===== src/rtl/parity_lane_pkg.sv =====
package parity_lane_pkg;
    localparam int LANES_DEFAULT     = 4;
    localparam int LANE_BITS_DEFAULT = 9;

    typedef enum logic {
        PAR_EVEN = 1'b0,
        PAR_ODD  = 1'b1
    } par_mode_e;
endpackage


===== src/rtl/lane_checker.sv =====
module lane_checker #(
    parameter int N_LANES = parity_lane_pkg::LANES_DEFAULT,
    parameter int LANE_W  = parity_lane_pkg::LANE_BITS_DEFAULT,
    localparam int WORD_W = N_LANES * LANE_W
) (
    input  logic [WORD_W-1:0]  word,
    input  logic [N_LANES-1:0] lane_en,
    input  logic               odd_mode,
    input  logic               hold_off,
    output logic               err_n
);
    logic [N_LANES-1:0] lane_bad;

    // One parity tree per lane: a fault is a lane whose XOR disagrees with the mode
    for (genvar k = 0; k < N_LANES; k++) begin : g_tree
        assign lane_bad[k] = lane_en[k] & ((^word[k*LANE_W +: LANE_W]) ^ odd_mode);
    end

    assign err_n = hold_off | ~(|lane_bad);
endmodule


===== src/rtl/lane_regen.sv =====
module lane_regen #(
    parameter int N_LANES = parity_lane_pkg::LANES_DEFAULT,
    parameter int LANE_W  = parity_lane_pkg::LANE_BITS_DEFAULT,
    localparam int WORD_W = N_LANES * LANE_W,
    localparam int DATA_W = LANE_W - 1
) (
    input  logic [WORD_W-1:0] word_in,
    input  logic              odd_mode,
    input  logic              regen_en,
    output logic [WORD_W-1:0] word_out
);
    for (genvar k = 0; k < N_LANES; k++) begin : g_lane
        logic [DATA_W-1:0] payload;
        logic              fresh_par;
        assign payload   = word_in[k*LANE_W +: DATA_W];
        assign fresh_par = (^payload) ^ odd_mode;
        assign word_out[k*LANE_W +: DATA_W] = payload;
        assign word_out[k*LANE_W + DATA_W]  = regen_en ? fresh_par
                                                       : word_in[k*LANE_W + DATA_W];
    end
endmodule


===== src/rtl/parity_lane_guard.sv =====
module parity_lane_guard #(
    parameter int N_LANES = parity_lane_pkg::LANES_DEFAULT,
    parameter int LANE_W  = parity_lane_pkg::LANE_BITS_DEFAULT,
    localparam int WORD_W = N_LANES * LANE_W,
    localparam int DATA_W = LANE_W - 1
) (
    input  logic               clk,
    input  logic               rst_n,
    input  logic [WORD_W-1:0]  bus_in,
    input  logic               odd_mode,
    input  logic               regen_en,
    input  logic [N_LANES-1:0] lane_en,
    input  logic               mbx_rd,
    input  logic [WORD_W-1:0]  rd_word,
    input  logic               rd_load,
    output logic               perr_n,
    output logic [WORD_W-1:0]  store_word,
    output logic [WORD_W-1:0]  out_word
);
    import parity_lane_pkg::*;

    typedef struct packed {
        logic [WORD_W-1:0] word;
    } out_state_t;

    out_state_t state_d, state_q;
    logic [WORD_W-1:0] regen_word;
    logic              trees_busy;

    // Trees are lent to regeneration during a mailbox read with regen on
    assign trees_busy = mbx_rd & regen_en;

    lane_checker #(.N_LANES(N_LANES), .LANE_W(LANE_W)) u_check (
        .word     (bus_in),
        .lane_en  (lane_en),
        .odd_mode (odd_mode),
        .hold_off (trees_busy),
        .err_n    (perr_n)
    );

    lane_regen #(.N_LANES(N_LANES), .LANE_W(LANE_W)) u_regen (
        .word_in  (rd_word),
        .odd_mode (odd_mode),
        .regen_en (regen_en),
        .word_out (regen_word)
    );

    assign store_word = bus_in;

    always_comb begin
        state_d = state_q;
        if (rd_load) begin
            state_d.word = regen_word;
        end
    end

    always_ff @(posedge clk or negedge rst_n) begin
        if (!rst_n) begin
            state_q <= '0;
        end else begin
            state_q <= state_d;
        end
    end

    assign out_word = state_q.word;

    // ---------------- assertions ----------------
    always_comb begin
        if (rst_n && mbx_rd && regen_en) begin
            p_mbx_quiet_r5: assert (perr_n == 1'b1);
        end
        if (rst_n && lane_en == '0) begin
            p_no_lanes_r4: assert (perr_n == 1'b1);
        end
    end

    p_hold_r10: assert property (@(posedge clk) disable iff (!rst_n)
        !rd_load |=> $stable(out_word));

    p_raw_load_r8: assert property (@(posedge clk) disable iff (!rst_n)
        (rd_load && !regen_en) |=> out_word == $past(rd_word));

    for (genvar k = 0; k < N_LANES; k++) begin : g_chk
        p_regen_par_r9: assert property (@(posedge clk) disable iff (!rst_n)
            (rd_load && regen_en) |=>
            ((^out_word[k*LANE_W +: LANE_W]) == ($past(odd_mode) == PAR_ODD)));
        p_regen_data_r9: assert property (@(posedge clk) disable iff (!rst_n)
            (rd_load && regen_en) |=>
            out_word[k*LANE_W +: DATA_W] == $past(rd_word[k*LANE_W +: DATA_W]));
    end
endmodule


===== config.mk =====
export PLATFORM = sky130hd
export DESIGN_NAME = parity_lane_guard
export DESIGN_NICKNAME = d
export VERILOG_FILES = /design/src/rtl/parity_lane_pkg.sv /design/src/rtl/lane_checker.sv /design/src/rtl/lane_regen.sv /design/src/rtl/parity_lane_guard.sv
export SDC_FILE = /design/constraint.sdc
export NUM_CORES = 1
export LEC_CHECK = 0
export BUFFER_PORTS_ARGS = -buffer_cell sky130_fd_sc_hd__buf_2
export CORE_AREA = 3 3 75 77
export CTS_BUF_LIST = sky130_fd_sc_hd__clkbuf_8
export DETAILED_ROUTE_END_ITERATION = 16
export DIE_AREA = 0 0 78 80
export PLACE_DENSITY = 0.95
export SYNTH_ARGS = -nofsm -noshare
export SYNTH_HDL_FRONTEND = slang
export SYNTH_SLANG_ARGS = --single-unit

===== constraint.sdc =====
create_clock -name clk -period 2.3 [get_ports clk]
set_input_delay 0.115 -clock clk [delete_from_list [all_inputs] [get_ports clk]]
set_output_delay 0.115 -clock clk [all_outputs]
set_load 0.02 [all_outputs]

==> results of run 1 <==
metrics by stage:
step / cells / util / hold slack [ps] / setup WS, ps / area (um2)
final: 376 / 0.588 / 80.3 / 607 / 2980
after CTS: 376 / 0.588 / 76.0 / 590 / 2980
after global placement: 367 / 0.564 / 233 / 626 / 2860
after detailed placement: 367 / 0.564 / 252 / 595 / 2860
after floorplan: 185 / - / -181 / 870 / 2310
after global routing: 376 / 0.588 / 71.4 / 551 / 2980
routing by layer:
layer,share of wire,track usage,vias up
met2,0.54,0.295,60
met1,0.39,0.195,788
met3,0.062,0.0350,5
li1,-,-,814
met5,0,0,-
met4,0.0059,0.0262,0
worst max-delay path, delay by kind of cell:
family	cells	cell delay [ps]
AOI/OAI and AO/OA	2	310
xor gates and xnor gates	3	750
buffers and inverters	2	410
power by group:
| group | switching, mW | internal (mW) |
|---|---|---|
| Combinational | 0.376 | 0.363 |
| Sequential | 0.0345 | 0.705 |
| Clock | 0.228 | 0.321 |
area by class of cell:
class | count | area [um2]
clock buffers | 5 | 68.8
clock inverters | 3 | 42.5
fillers | 427 | 2090
multi-input cells | 107 | 1100
flip-flops and latches | 36 | 901
well taps | 70 | 87.6
repair buffers | 155 | 781
kinds of logic after synthesis:
family | Yosys count | share of synthesized area
XOR/XNOR | 60 | 0.278
AND/OR/NAND/NOR | 4 | 0.00649
multiplexers | 36 | 0.173
AO/OA/AOI/OAI | 7 | 0.0189
buffers and inverters | 42 | 0.134
flip-flops | 36 | 0.389
final timing paths:
check	endpoint	startpoint
min in group asynchronous	out_word[30]	rst_n
min reg2reg	out_word[19]	out_word[19]
max	perr_n	odd_mode
max in group asynchronous	out_word[11]	rst_n
min	out_word[21]	rd_word[21]
max reg2reg	out_word[14]	out_word[14]
cells in the final DEF (no fill, tap or decap), types with 2 or more instances in the layout:
cell type,instances
xnor2_1,44
mux2_2,32
a22oi_1,2
mux2i_1,4
a21oi_1,4
clkbuf_8,5
xor2_1,7
buf_2,154
nor2_1,4
xnor3_1,8
dfrtp_1,36
Yosys cell counts:
cell,number,share of area
a22oi_1,2,0.0065
dfrtp_1,36,0.39
mux2i_1,4,0.017
xnor2_1,44,0.17
buf_4,36,0.12
buf_1,2,0.0032
nor2_1,4,0.0065
a21oi_1,4,0.0087
mux2_2,32,0.16
buf_6,1,0.0049
clkbuf_8,1,0.0059
xor2_1,7,0.027
clkbuf_1,2,0.0032
xnor3_1,8,0.078
a22o_1,1,0.0038
xor2_2,1,0.0070
==> metrics.yaml, run 1 <==
area_delta_synth_final_pct: 28.9
cpMostUsedCell: "buf_2"
start_util: 0.456
vias: 1667
track_usage: 0.160
power_per_cell_area_mw_per_mm2: 680
drc: 0
wl_per_cell_um: 13.9
finClkSkew_ps: 0
cp_cell_sequence: "buf_2 -> xor2_2 -> xnor3_1 -> xnor2_1 -> a22oi_1 -> a22o_1 -> buf_2"
clock.fmax_ghz: 0.591
p_leak_nw: 1.51
antenna_left: 0
place_congestion: 0.808
critical_path.max_stage_delay_ps: 410
cts_setup_buffers: 0
finalHoldViolCount: 0
crit_type: "input pin to output pin"
outcome: "completed"
period_needed_ps: 1690
synth_cell_types: 16
die_h_um: 80
r2r_setup_slack_ps: 1530
grt_remaining_overflow: 0
hold_buffers: 1
synth.avg_cell_area_um2: 12.5
maxCapViolCount: 0
cp_slowest_cell: "xnor3_1"
htree_num_levels: 2
yosys_warnings: 0
required_ps: 2180
setup_viol: 0
grt_setup_unrepaired: "no"
antenna_found_initial: 0
cts_tree: "yes"
path_clk_slew_ps: 80
ir_drop_mv: 0.458
die_w_um: 78
grt_pass1_vias: 1647
largest_reg_flops: 36
drive_gt1_frac: 0.637
finalSetupTns_ps: 0
crit_path_max_fanout: 8
grt_pass1_wl_um: 7890
layout.nets: 387
cts_root_buf: "clkbuf_8"
total_power_mw: 2.03
portBuffers: 154
ys_seq_area_frac: 0.389
clk_latency_ps: 280
worst_pin_slew_ps: 834
cts.sinks: 36
numCtsBuffers: 5
netlist_instances: 185
rows: 26
pin_count: 155
slew_viol_final: 0
hpwl_um: 4330
ys_ff_latch: 36
design.die.area_mm2: 0.00624
grt_start_max_net_pins: 41
hold_class: "input pin to flip-flop"
period_share: 0.736
drt-total-wl_um: 5230
synth_fp_nets: 267
antennaDiodeCount: 0
cts_buffer_depth: 2
end_kind: "output pin"
max_slew_margin: 0.444
netlist_area_mm2: 0.00231
holdPathStages: 2
via_per_inst: 4.43
start_kind: "input pin"
core_area_mm2: 0.00507
cts_resized: 0
first_iter_violations: 23
arrival_ps: 1580
drt-pass1-iter-count: 4
reg2regPathDepth: 1
Note: power is estimated with default switching activity, not from simulation.
==> inputs of run 2 (changes only) <==
- CORE_AREA: 3 3 75 77 -> 3 3 82 84
- DIE_AREA: 0 0 78 80 -> 0 0 85 87
- PLACE_DENSITY: 0.95 -> 0.85
- clock period: 2.3 -> 1.45 ns (I/O delays scaled with it)
==> metrics.yaml, run 2 (synthesized netlist as in run 1, its figures left out) <==
clock.fmax_ghz: 0.693
htree_num_levels: 2
outcome: "completed"
power_per_cell_area_mw_per_mm2: 1020
finalHoldViolCount: 0
track_usage: 0.143
antenna_found_initial: 0
cp_cell_sequence: "buf_2 -> xnor2_1 -> xnor3_1 -> xnor2_1 -> a22oi_1 -> a22o_1 -> buf_6"
period_needed_ps: 1440
cts_buffer_depth: 2
period_share: 0.995
drc: 0
layout.nets: 391
end_kind: "output pin"
max_slew_margin: 0.689
total_power_mw: 3.16
numCtsBuffers: 5
start_util: 0.386
finalSetupTns_ps: 0
crit_path_max_fanout: 2
grt_start_max_net_pins: 41
core_area_mm2: 0.00599
portBuffers: 154
rows: 28
finClkSkew_ps: 0
mostFrequentLayoutCells: "149 x buf_2, 38 x xnor2_1, 36 x dfrtp_1"
die_w_um: 85
crit_type: "input pin to output pin"
arrival_ps: 1370
antenna_left: 0
via_per_inst: 4.47
clk_latency_ps: 280
cts_tree: "yes"
cts.sinks: 36
antennaDiodeCount: 0
layout_setup_ws_ps: 7.59
largest_reg_flops: 36
setup_viol: 0
hold_class: "input pin to flip-flop"
path_clk_slew_ps: 70
final_common_cell: "buf_2"
dp_slack_ps: -53.0
worst_pin_slew_ps: 467
area_delta_synth_final_pct: 33.9
cp_slowest_cell: "xnor3_1"
grt_pass1_wl_um: 8400
cpMostUsedCell: "xnor2_1"
ir_drop_mv: 0.636
finalNonFillerCells: 384
placed_cells: 376
slew_viol_final: 0
pin_count: 155
drt-pass1-iter-count: 4
drt-total-wl_um: 5380
drive_gt1_frac: 0.663
required_ps: 1380
wl_per_cell_um: 14.0
critical_path.max_stage_delay_ps: 440
place_congestion: 0.809
die_h_um: 87
grt_pass1_vias: 1742
hpwl_um: 4500
fin_util: 0.517
start_kind: "input pin"
grt_remaining_overflow: 0
first_iter_violations: 24
maxCapViolCount: 0
design.die.area_mm2: 0.00740
p_leak_nw: 1.57
vias: 1718
cts_root_buf: "clkbuf_8"
grt_setup_unrepaired: "yes"
n_fill_cell: 557
run 2: worst max-delay path, delay by kind of cell:
kind	cells	cell delay (ps)
AOI/OAI and AO/OA	2	340
xor gates and xnor gates	3	720
buffers and inverters	2	220
run 2: where the power goes:
group	internal, mW	switching, mW
sequential	1.12	0.0549
clock	0.423	0.327
combinational	0.623	0.608
total	2.17	0.990
run 2: routing by layer:
| layer | track usage | part of all wire | wire, um |
|---|---|---|---|
| met3 | 0.0407 | 0.076 | 408 |
| met1 | 0.178 | 0.40 | 2160 |
| met5 | 0 | 0 | 0 |
| met2 | 0.249 | 0.52 | 2810 |
| met4 | 0.0259 | 0 | 0 |
run 2: final timing paths:
kind                               from      endpoint  slack, ps  depth (start not counted)
hold / removal              rd_word[13]  out_word[13]         50                          2
setup reg to reg            out_word[5]   out_word[5]        680                          1
min in group asynchronous         rst_n  out_word[30]        370                          3
hold reg to reg            out_word[25]  out_word[25]        500                          1
max in group asynchronous         rst_n  out_word[26]        750                          3
setup / recovery             bus_in[31]        perr_n          8                          7
run 2: through the flow:
step / area [um2] / hold slack, ps
floorplan: 2310 / -223
global placement: 2910 / 135
detailed placement: 2910 / 146
CTS: 3060 / 41.4
global route: 3100 / 41.7
finish: 3100 / 52.6
run 2: area by class of cell:
cell class / count / area [um2] / area share
clock buffers: 7 / 96.3 / 0.0311
multi-input cells: 107 / 1150 / 0.373
flip-flops and latches: 36 / 901 / 0.291
well taps: 75 / 93.8 / 0.0303
repair buffers: 159 / 851 / 0.275
run 2: what timing repair did:
item | 4_1_cts | 5_1_grt
gates cloned | 0 | 0
endpoints found under the setup margin | 1 | 1
hold buffers | 1 | 0
hold endpoints to repair | 36 | 0
pin swaps | 12 | 4
resized for setup | 8 | 7
buffers inserted | 0 | 0
